--- config.mk ---
export PLATFORM = sky130hd
export DESIGN_NAME = adc_serial_reader
export DESIGN_NICKNAME = d
export VERILOG_FILES = /design/src/rtl/adc_rd_pkg.sv /design/src/rtl/adc_rd_tick.sv /design/src/rtl/adc_rd_shift.sv /design/src/rtl/adc_serial_reader.sv
export SDC_FILE = /design/constraint.sdc
export NUM_CORES = 1
export LEC_CHECK = 0
export BUFFER_PORTS_ARGS = -buffer_cell sky130_fd_sc_hd__buf_4
export CAP_MARGIN = 40
export CORE_MARGIN = 5
export CORE_UTILIZATION = 52
export DETAILED_ROUTE_END_ITERATION = 12
export PLACE_DENSITY = 0.75
export SLEW_MARGIN = 15
export SYNTH_ARGS = -nofsm -noshare
export SYNTH_HDL_FRONTEND = slang
export SYNTH_SLANG_ARGS = --single-unit
--- constraint.sdc ---
create_clock -name clk_i -period 3.3 [get_ports clk_i]
set_clock_uncertainty 0.15 [all_clocks]
set_input_delay 0.165 -clock clk_i [delete_from_list [all_inputs] [get_ports clk_i]]
set_output_delay 0.165 -clock clk_i [all_outputs]
set_load 0.02 [all_outputs]
--- src/rtl/adc_rd_pkg.sv ---
package adc_rd_pkg;

  typedef enum logic [2:0] {
    ST_IDLE,
    ST_SETTLE,
    ST_GAP,
    ST_SHIFT,
    ST_STOP,
    ST_DONE
  } rd_state_e;

  // Effective half-period in system clocks: never below two.
  function automatic int unsigned eff_half(input int unsigned req);
    return (req < 2) ? 2 : req;
  endfunction

  // True when the number of busy reads has reached a nonzero limit.
  function automatic logic timeout_hit(input int unsigned reads, input int unsigned limit);
    return (limit != 0) && (reads >= limit);
  endfunction

  // A frame is accepted when its first sampled bit (the flag) is clear.
  function automatic logic frame_accepted(input logic first_bit);
    return !first_bit;
  endfunction

endpackage

--- src/rtl/adc_rd_tick.sv ---
module adc_rd_tick
  import adc_rd_pkg::*;
#(
  parameter int DIV_W = 8
) (
  input  logic             clk_i,
  input  logic             rst_ni,
  input  logic             run_i,
  input  logic [DIV_W-1:0] half_i,
  output logic             tick_o
);

  logic [DIV_W-1:0] cnt_q;
  logic [DIV_W-1:0] last_c;

  assign last_c = DIV_W'(eff_half(32'(half_i)) - 32'd1);
  assign tick_o = run_i && (cnt_q == last_c);

  always_ff @(posedge clk_i) begin
    if (!rst_ni) begin
      cnt_q <= '0;
    end else if (!run_i || tick_o) begin
      cnt_q <= '0;
    end else begin
      cnt_q <= cnt_q + 1'b1;
    end
  end

  // a half-period is at least two system clocks, so ticks never touch
  assert_tick_spacing_R4: assert property (@(posedge clk_i) disable iff (!rst_ni)
    tick_o |=> !tick_o);

endmodule

--- src/rtl/adc_rd_shift.sv ---
module adc_rd_shift #(
  parameter int NBITS = 24
) (
  input  logic             clk_i,
  input  logic             rst_ni,
  input  logic             clr_i,
  input  logic             smp_i,
  input  logic             bit_i,
  output logic [NBITS-1:0] word_o,
  output logic             full_o
);

  localparam int CW = $clog2(NBITS + 1);

  logic [CW-1:0]    cnt_q;
  logic [NBITS-1:0] word_q;

  always_ff @(posedge clk_i) begin
    if (!rst_ni) begin
      cnt_q  <= '0;
      word_q <= '0;
    end else if (clr_i) begin
      cnt_q  <= '0;
      word_q <= '0;
    end else if (smp_i) begin
      cnt_q  <= cnt_q + 1'b1;
      word_q <= {word_q[NBITS-2:0], bit_i};
    end
  end

  assign word_o = word_q;
  assign full_o = (cnt_q == CW'(NBITS));

  // the controller never asks for a sample beyond the frame length
  assert_no_extra_sample_R3: assert property (@(posedge clk_i) disable iff (!rst_ni)
    smp_i |-> !full_o);

endmodule

--- src/rtl/adc_serial_reader.sv ---
module adc_serial_reader
  import adc_rd_pkg::*;
#(
  parameter int DIV_W      = 8,
  parameter int GAP_W      = 8,
  parameter int TMO_W      = 16,
  parameter int FRAME_BITS = 24
) (
  input  logic                  clk_i,
  input  logic                  rst_ni,
  input  logic                  start_i,
  input  logic                  abort_i,
  input  logic [DIV_W-1:0]      half_div_i,
  input  logic [GAP_W-1:0]      gap_i,
  input  logic [TMO_W-1:0]      timeout_i,
  input  logic                  sdo_i,
  output logic                  cs_no,
  output logic                  sck_o,
  output logic [FRAME_BITS-2:0] data_o,
  output logic                  err_o,
  output logic                  valid_o
);

  localparam int DATA_W = FRAME_BITS - 1;

  rd_state_e         state_q;
  logic              cs_n_q, sck_q, err_q, valid_q;
  logic [TMO_W-1:0]  poll_q;
  logic [GAP_W-1:0]  gap_q;
  logic [DATA_W-1:0] data_q;

  // Named internal events
  logic                  active, run, tick;
  logic                  poll_tick, ready_read, busy_read, give_up;
  logic                  rise_ev, fall_ev, gap_done, clr_frame;
  logic                  frame_full, frame_good;
  logic [TMO_W-1:0]      poll_next;
  logic [FRAME_BITS-1:0] frame_word;

  assign active     = (state_q != ST_IDLE);
  assign run        = (state_q == ST_SETTLE) || (state_q == ST_SHIFT);
  assign poll_tick  = (state_q == ST_SETTLE) && tick;
  assign ready_read = poll_tick && !sdo_i;
  assign busy_read  = poll_tick && sdo_i;
  assign poll_next  = poll_q + 1'b1;
  assign give_up    = busy_read && timeout_hit(32'(poll_next), 32'(timeout_i));
  assign rise_ev    = (state_q == ST_SHIFT) && tick && !sck_q;
  assign fall_ev    = (state_q == ST_SHIFT) && tick && sck_q;
  assign gap_done   = (state_q == ST_GAP) && (gap_q == gap_i - GAP_W'(1));
  assign clr_frame  = (state_q == ST_IDLE) && start_i;
  assign frame_good = frame_accepted(frame_word[FRAME_BITS-1]);

  adc_rd_tick #(.DIV_W(DIV_W)) tick_i (
    .clk_i  (clk_i),
    .rst_ni (rst_ni),
    .run_i  (run),
    .half_i (half_div_i),
    .tick_o (tick)
  );

  adc_rd_shift #(.NBITS(FRAME_BITS)) shift_i (
    .clk_i  (clk_i),
    .rst_ni (rst_ni),
    .clr_i  (clr_frame),
    .smp_i  (rise_ev),
    .bit_i  (sdo_i),
    .word_o (frame_word),
    .full_o (frame_full)
  );

  always_ff @(posedge clk_i) begin
    if (!rst_ni) begin
      state_q <= ST_IDLE;
      cs_n_q  <= 1'b1;
      sck_q   <= 1'b0;
      poll_q  <= '0;
      gap_q   <= '0;
      err_q   <= 1'b0;
      valid_q <= 1'b0;
      data_q  <= '0;
    end else begin
      valid_q <= 1'b0;
      if (abort_i && active) begin
        state_q <= ST_IDLE;
        cs_n_q  <= 1'b1;
        sck_q   <= 1'b0;
      end else begin
        case (state_q)
          ST_IDLE: begin
            if (start_i) begin
              cs_n_q  <= 1'b0;
              sck_q   <= 1'b0;
              poll_q  <= '0;
              err_q   <= 1'b0;
              state_q <= ST_SETTLE;
            end
          end
          ST_SETTLE: begin
            if (ready_read) begin
              state_q <= ST_SHIFT;
            end else if (give_up) begin
              err_q   <= 1'b1;
              cs_n_q  <= 1'b1;
              state_q <= ST_IDLE;
            end else if (busy_read) begin
              poll_q <= poll_next;
              if (gap_i != '0) begin
                cs_n_q  <= 1'b1;
                gap_q   <= '0;
                state_q <= ST_GAP;
              end
            end
          end
          ST_GAP: begin
            if (gap_done) begin
              cs_n_q  <= 1'b0;
              state_q <= ST_SETTLE;
            end else begin
              gap_q <= gap_q + 1'b1;
            end
          end
          ST_SHIFT: begin
            if (rise_ev) begin
              sck_q <= 1'b1;
            end else if (fall_ev) begin
              sck_q <= 1'b0;
              if (frame_full) state_q <= ST_STOP;
            end
          end
          ST_STOP: begin
            cs_n_q  <= 1'b1;
            state_q <= ST_DONE;
          end
          ST_DONE: begin
            if (frame_good) begin
              valid_q <= 1'b1;
              data_q  <= frame_word[DATA_W-1:0];
            end else begin
              err_q <= 1'b1;
            end
            state_q <= ST_IDLE;
          end
          default: state_q <= ST_IDLE;
        endcase
      end
    end
  end

  assign cs_no   = cs_n_q;
  assign sck_o   = sck_q;
  assign data_o  = data_q;
  assign err_o   = err_q;
  assign valid_o = valid_q;

  // select only falls with the serial clock low
  assert_select_with_sck_low_R1: assert property (@(posedge clk_i) disable iff (!rst_ni)
    $fell(cs_n_q) |-> !sck_q);
  // serial clock high only inside a selected window
  assert_sck_inside_select_R1: assert property (@(posedge clk_i) disable iff (!rst_ni)
    sck_q |-> !cs_n_q);
  // a busy read never leads into clocking
  assert_no_clock_while_busy_R3: assert property (@(posedge clk_i) disable iff (!rst_ni)
    busy_read |=> !sck_q && (state_q != ST_SHIFT));
  // select stays released through the whole idle gap
  assert_gap_keeps_deselect_R5: assert property (@(posedge clk_i) disable iff (!rst_ni)
    (state_q == ST_GAP) |-> cs_n_q);
  // the valid pulse comes after select has risen
  assert_valid_after_deselect_R7: assert property (@(posedge clk_i) disable iff (!rst_ni)
    valid_q |-> cs_n_q && $past(cs_n_q));
  // valid lasts one cycle
  assert_valid_single_R7: assert property (@(posedge clk_i) disable iff (!rst_ni)
    valid_q |=> !valid_q);
  // a timeout leaves select released and reports no data
  assert_timeout_deselects_R9: assert property (@(posedge clk_i) disable iff (!rst_ni)
    $rose(err_q) |-> cs_n_q && !valid_q);
  // abort releases the link on the next clock
  assert_abort_releases_R10: assert property (@(posedge clk_i) disable iff (!rst_ni)
    (abort_i && active) |=> cs_n_q && !sck_q && !valid_q);

endmodule

# After elaboration in Yosys (flattened, before gate mapping)
# Cells that the tools add are included.
# word_totals
reg_bits	91
latch_bits	0
ramBits	0
mem_bits_ro	0
in_bits	37
out_inout_bits	27
elab_cells	122
n_memories	0
# classes
addsub	6
n_mul	0
div	0
magnitude_cmp	2
n_eq_ne	25
n_shift	0
mux	37
n_bitwise	4
n_reduce_logical	37
# ops
cell	n
$mux 16	4
$mux 8	6
$pmux 16 s2	1
$mux 3	9
$ne 2x2->1 const B	10
$reduce_and 6->1	3
$add 16x1->16 const B	1
$add 8x1->8 const B	2
$eq 8x8->1	2
$ge 16x16->1	1
$pmux 8 s2	1
$reduce_bool 16->1	1
$sub 8x1->8 const B	2
$pmux 3 s5	1
$reduce_and 7->1	2
$logic_and 1x1->1	12
$mux 1	12
$lt 8x2->1 const B	1
$reduce_bool 8->1	1
$eq 3x2->1 const B	2
$eq 3x3->1 const B	2
$ne 3x3->1 const B	2
$reduce_and 3->1	2
$reduce_bool 2->1	3
other kinds (18)	28

# Depth between registers and ports, before layout
# depth
depth_word	11
depth_mapped	15
depth_no_buf	14

# Cells and area by module
# Synthesis repeated with hierarchy kept, for this count alone.
# hier_totals
hier_cells	607
hier_area_um2	5210.0
# by_module_without_submodules
module	instances	cells_each	area_per_inst_um2
adc_serial_reader	1	427	3408.3
adc_rd_shift	1	105	1156.1
adc_rd_tick	1	75	645.6

# Least setup slack after synthesis
# Ideal clock, no wire load.
# synth_path
kind	reg-to-reg
start	register poll_q[0]
end	register poll_q[11]
setup_ps	117
t_arrival_ps	3132
required_ps	3033
slack_ps	-99
path_stages_with_launch	16
n_path_buf	1
synth_period_minus_slack_ps	3399
path_cell_list	dfxtp_1 > ha_1 > nand3_1 > nor2_1 > and3_1 > nand3_1 > xnor2_1 > ha_1 > a211oi_1 > nor2_1 > a2111o_1 > a21oi_1 > nor2_1 > o31a_1 > buf_6 > a22o_1
# synth_between
elab_chain_cells	6
# synth_rtl
item	line	source
start, declared	adc_serial_reader.sv:28	logic [TMO_W-1:0] poll_q;
start signal, assigned	adc_serial_reader.sv:106	poll_q <= poll_next;
$add 16x1->16 (*)	adc_serial_reader.sv:45	assign poll_next = poll_q + 1'b1;
$ge 16x16->1	adc_rd_pkg.sv:19	return (limit != 0) && (reads >= limit);
$logic_and 1x1->1	adc_rd_pkg.sv:19	
$logic_and 1x1->1	adc_serial_reader.sv:46	assign give_up = busy_read && timeout_hit(32'(poll_next), 32'(timeout_i));
$ne 2x2->1 (no line)	-	
$reduce_and 6->1 (no line)	-	
# Mark *: on every way between the ends. The rest lies on a longest branch, timed or not. The select of a mux whose other input is x is not followed.
# A chain may end at the register's enable or synchronous reset.

# Worst setup path in the final report
# layout_path
start	register poll_q[0]
end	register poll_q[0]
# Same word-level chain as after synthesis.

==> impl_results.md <==
- Main combinational cell family by area after synthesis: simple AND/OR/NAND/NOR gates
- Die area: 0.0115 mm²
- Overall global routing resource usage: 0.215
- Die H: 107 µm
- Chip Width: 107 µm
- Post-synthesis cell count: 614
- Unrepaired setup endpoints after global routing: true
- Placement Setup Slack: -0.395 ns
- Crit start category: register
- Initial Util: 0.534
- Post-synthesis share of cell area spent on xor and xnor gates: 0.0657
- Post-synthesis share of cell area spent on full adders, half adders and majority gates: 0.0609
- Data required, critical path: 3.40 ns
- Mapped Area: 0.00493 mm²
- Crit Reg-Reg Endpoint: poll_q[0]
- Final WL: 12400 µm
- Number of antenna repair diodes: 0
- Via count: 4799
- Number of flip-flops and latches in the synthesized netlist: 91
- Number of setup violations in the final report: 16
- Max-slew headroom at the worst pin: 0.662
- Proportion of synthesized area in mux cells: 0.0127
- Synthesized netlist net count: 675
- Cell Area, Placed: 0.00591 mm²
- Number of distinct standard cells referenced by the synthesized netlist: 59
- Cell row count: 35
- Detailed-route DRC error count: 0
- Area used by multi-input combinational logic: 0.00314 mm²
- Status: finished with violations
- Global placer's final weighted congestion: 0.875
- Post-route cell area: 0.00652 mm²
- Total power consumption of the routed design: 2190 µW
- Post-Synthesis Mean Instance Area: 8.04 µm²
- Count of cells along the worst register-to-register path: 16
- Leakage: 0.00267 µW
- Critical Setup Path Class: reg2reg
- Routed vias/inst: 5.52
- Internal reg-to-reg setup slack: -0.16 ns
- Count of flip-flops with a built-in enable after synthesis: 0
- Startpoint of the tightest hold check path: rst_ni
- Clk Latency, worst-skew pair: 0.36 ns
- Number of antenna violations at the first check in global routing: 0
- Hold Path Stages: 3
- Detailed-placement wirelength estimate: 8890 µm
- TritonCTS clock tree: done
- Worst-Margin Slew: 0.503 ns
- Via count of the first global-routing pass: 4623
- Wire length of the first global-routing pass: 20600 µm
- Max-cap check violation count: 0
- Remaining global-route overflow: 0
- Part of the Yosys area used for sequential elements: 0.369
- Hold Path Sink: sck_o
- Cell chosen for the clock root: clkbuf_8
- Remaining antenna violation count: 0
- Final Max Tran Viols: 0
- Simple-Gate Fraction of Synth Area: 0.257
- Final worst slack: -0.165 ns
- Origin of the critical flop-to-flop path: poll_q[0]
- Wire length per cell: 14.2 µm
- Top library cells by usage in the layout, fill and taps aside: buf_4 (126), nand2_1 (125), dfxtp_1 (86)
- Worst setup EP type: register
- CTS H-tree lvls: 3
- Count of pins on the block boundary: 64
- Ratio of cells with drive above 1 in the final layout: 0.274
- Count of fill cells added during filler insertion: 731
- Power density over the cells: 336 mW/mm²
- Number of clock buffers inserted by TritonCTS: 9
- Yosys warning total: 0
- Final hold slack: 0.0264 ns
- PortBufs: 63
- Standard cell core area: 0.00924 mm²
- Period minus WS final: 3.46 ns
- TritonRoute pass-1 iters: 5
- Peak clock frequency supported by timing: 289 MHz
- Peak supply drop: 0.263 mV
- Main synth FF type: dfxtp_1
- Nets: 797
- Maximum number of pins on one net before global-route repair: 33
- Total area of sequential cells: 0.00183 mm²
- Max Fanout on Critical Path: 4
- Critical path data arrival time: 3.57 ns
- Commonest non-fill, non-tap cell in the layout: buf_4
- Number of buffers between clock root and the deepest sink: 2
- Clk slew on worst S/H paths: 0.10 ns
- Async SR Flop Fraction: 0
- Initial detailed-routing violation count: 267
- Share of the clock period used by the worst path: 1.05
- Signed area change from the synthesized netlist to the final layout: 32.1%
- Count of clock tree sinks: 91
- Count of final hold-check violations: 0
- Failing checks: negative setup slack
- Worst hold-check path type: in2reg
- Compound-cell area share of the yosys netlist: 0.186
## cell usage after synthesis, drive strengths merged, types with 7 or more instances
cell | count | share of area
a21boi | 23 | 0.035
a21o | 7 | 0.011
a21oi | 39 | 0.040
a22o | 11 | 0.020
and3 | 11 | 0.014
buf | 9 | 0.010
clkbuf | 16 | 0.012
dfxtp | 91 | 0.37
ha | 24 | 0.061
inv | 35 | 0.027
nand2 | 127 | 0.097
nand2b | 7 | 0.0089
nand3 | 19 | 0.019
nand4 | 12 | 0.015
nor2 | 36 | 0.027
nor2b | 9 | 0.011
nor3 | 8 | 0.0081
nor4 | 7 | 0.012
o21ai | 14 | 0.015
o221ai | 7 | 0.012
xnor2 | 22 | 0.039
xor2 | 15 | 0.027
## cells by family (layout without fill, tap and decap cells)
logic type,after synthesis,in the layout
buffers and inverters,60,187
AND/OR/NAND/NOR,265,265
adder cells (fa/ha/maj),24,24
AO/OA/AOI/OAI,131,131
XOR/XNOR,37,37
flip-flops,91,91
multiplexers,6,6
## state kept, by name (all words and copies together) (netlist names)
name,count
gap_q,8
valid_o,1
state_q,3
poll_q,16
err_o,1
shift_i.cnt_q,5
cs_no,1
data_o,23
shift_i.word_o,24
tick_i.cnt_q,8
sck_o,1
## worst max path at each step
stage	startpoint	end
after floorplan	poll_q[1]	poll_q[11]
after global placement	poll_q[1]	poll_q[0]
after detailed placement	poll_q[1]	poll_q[12]
after CTS	poll_q[0]	poll_q[0]
after global routing	poll_q[1]	poll_q[0]
final	poll_q[0]	poll_q[0]
## metal layers
| layer | vias up | part of all wire | global-route usage |
|---|---|---|---|
| met5 | - | 0 | 0 |
| met1 | 2266 | 0.43 | 0.270 |
| li1 | 2385 | - | - |
| met4 | 0 | 0.017 | 0.0685 |
| met3 | 21 | 0.046 | 0.0330 |
| met2 | 127 | 0.50 | 0.378 |
## through the flow
stage / setup TNS [ns] / cells / util
3_5_place_dp: -7.82 / 839 / 0.640
5_1_grt: -4.27 / 870 / 0.706
6_report: -1.73 / 870 / 0.706
3_3_place_gp: -6.46 / 838 / 0.640
2_1_floorplan: 0 / 614 / -
4_1_cts: -1.15 / 867 / 0.688
## critical path: stages (launching register included)
cell and delay, ns:
dfxtp_4 0.39, ha_4 0.15, nand3_4 0.07, nor2_4 0.11
and3_4 0.21, nand3_4 0.07, xnor2_2 0.19, ha_1 0.27
nand4_1 0.14, inv_1 0.06, a2111o_1 0.43, a21oi_2 0.17
nor2_2 0.07, buf_6 0.12, o31a_1 0.35, buf_6 0.15
mux2_4 0.25
## report_power, final
part           switching (µW)  internal, µW
sequential               15.2          1110
clock                     421           310
combinational             183           154
total                     619          1570
## repair_timing
item / 4_1_cts / 5_1_grt
endpoints found under the setup margin: 29 / 29
hold buffers: 2 / 0
pin swaps: 25 / 32
buffers inserted: 9 / 3
cloned: 1 / 0
hold endpoints to repair: 2 / 0
gates resized for setup: 33 / 24
## layout make-up
| cell class | instances | area share |
|---|---|---|
| tap | 129 | 0.0248 |
| clock buffer | 10 | 0.0211 |
| sequential | 91 | 0.281 |
| timing repair buffer | 136 | 0.162 |
| clock inverter | 6 | 0.00825 |
| multi-input combinational | 463 | 0.482 |
| inverter | 35 | 0.0201 |
No activity file was read; power rests on OpenSTA's default activity.
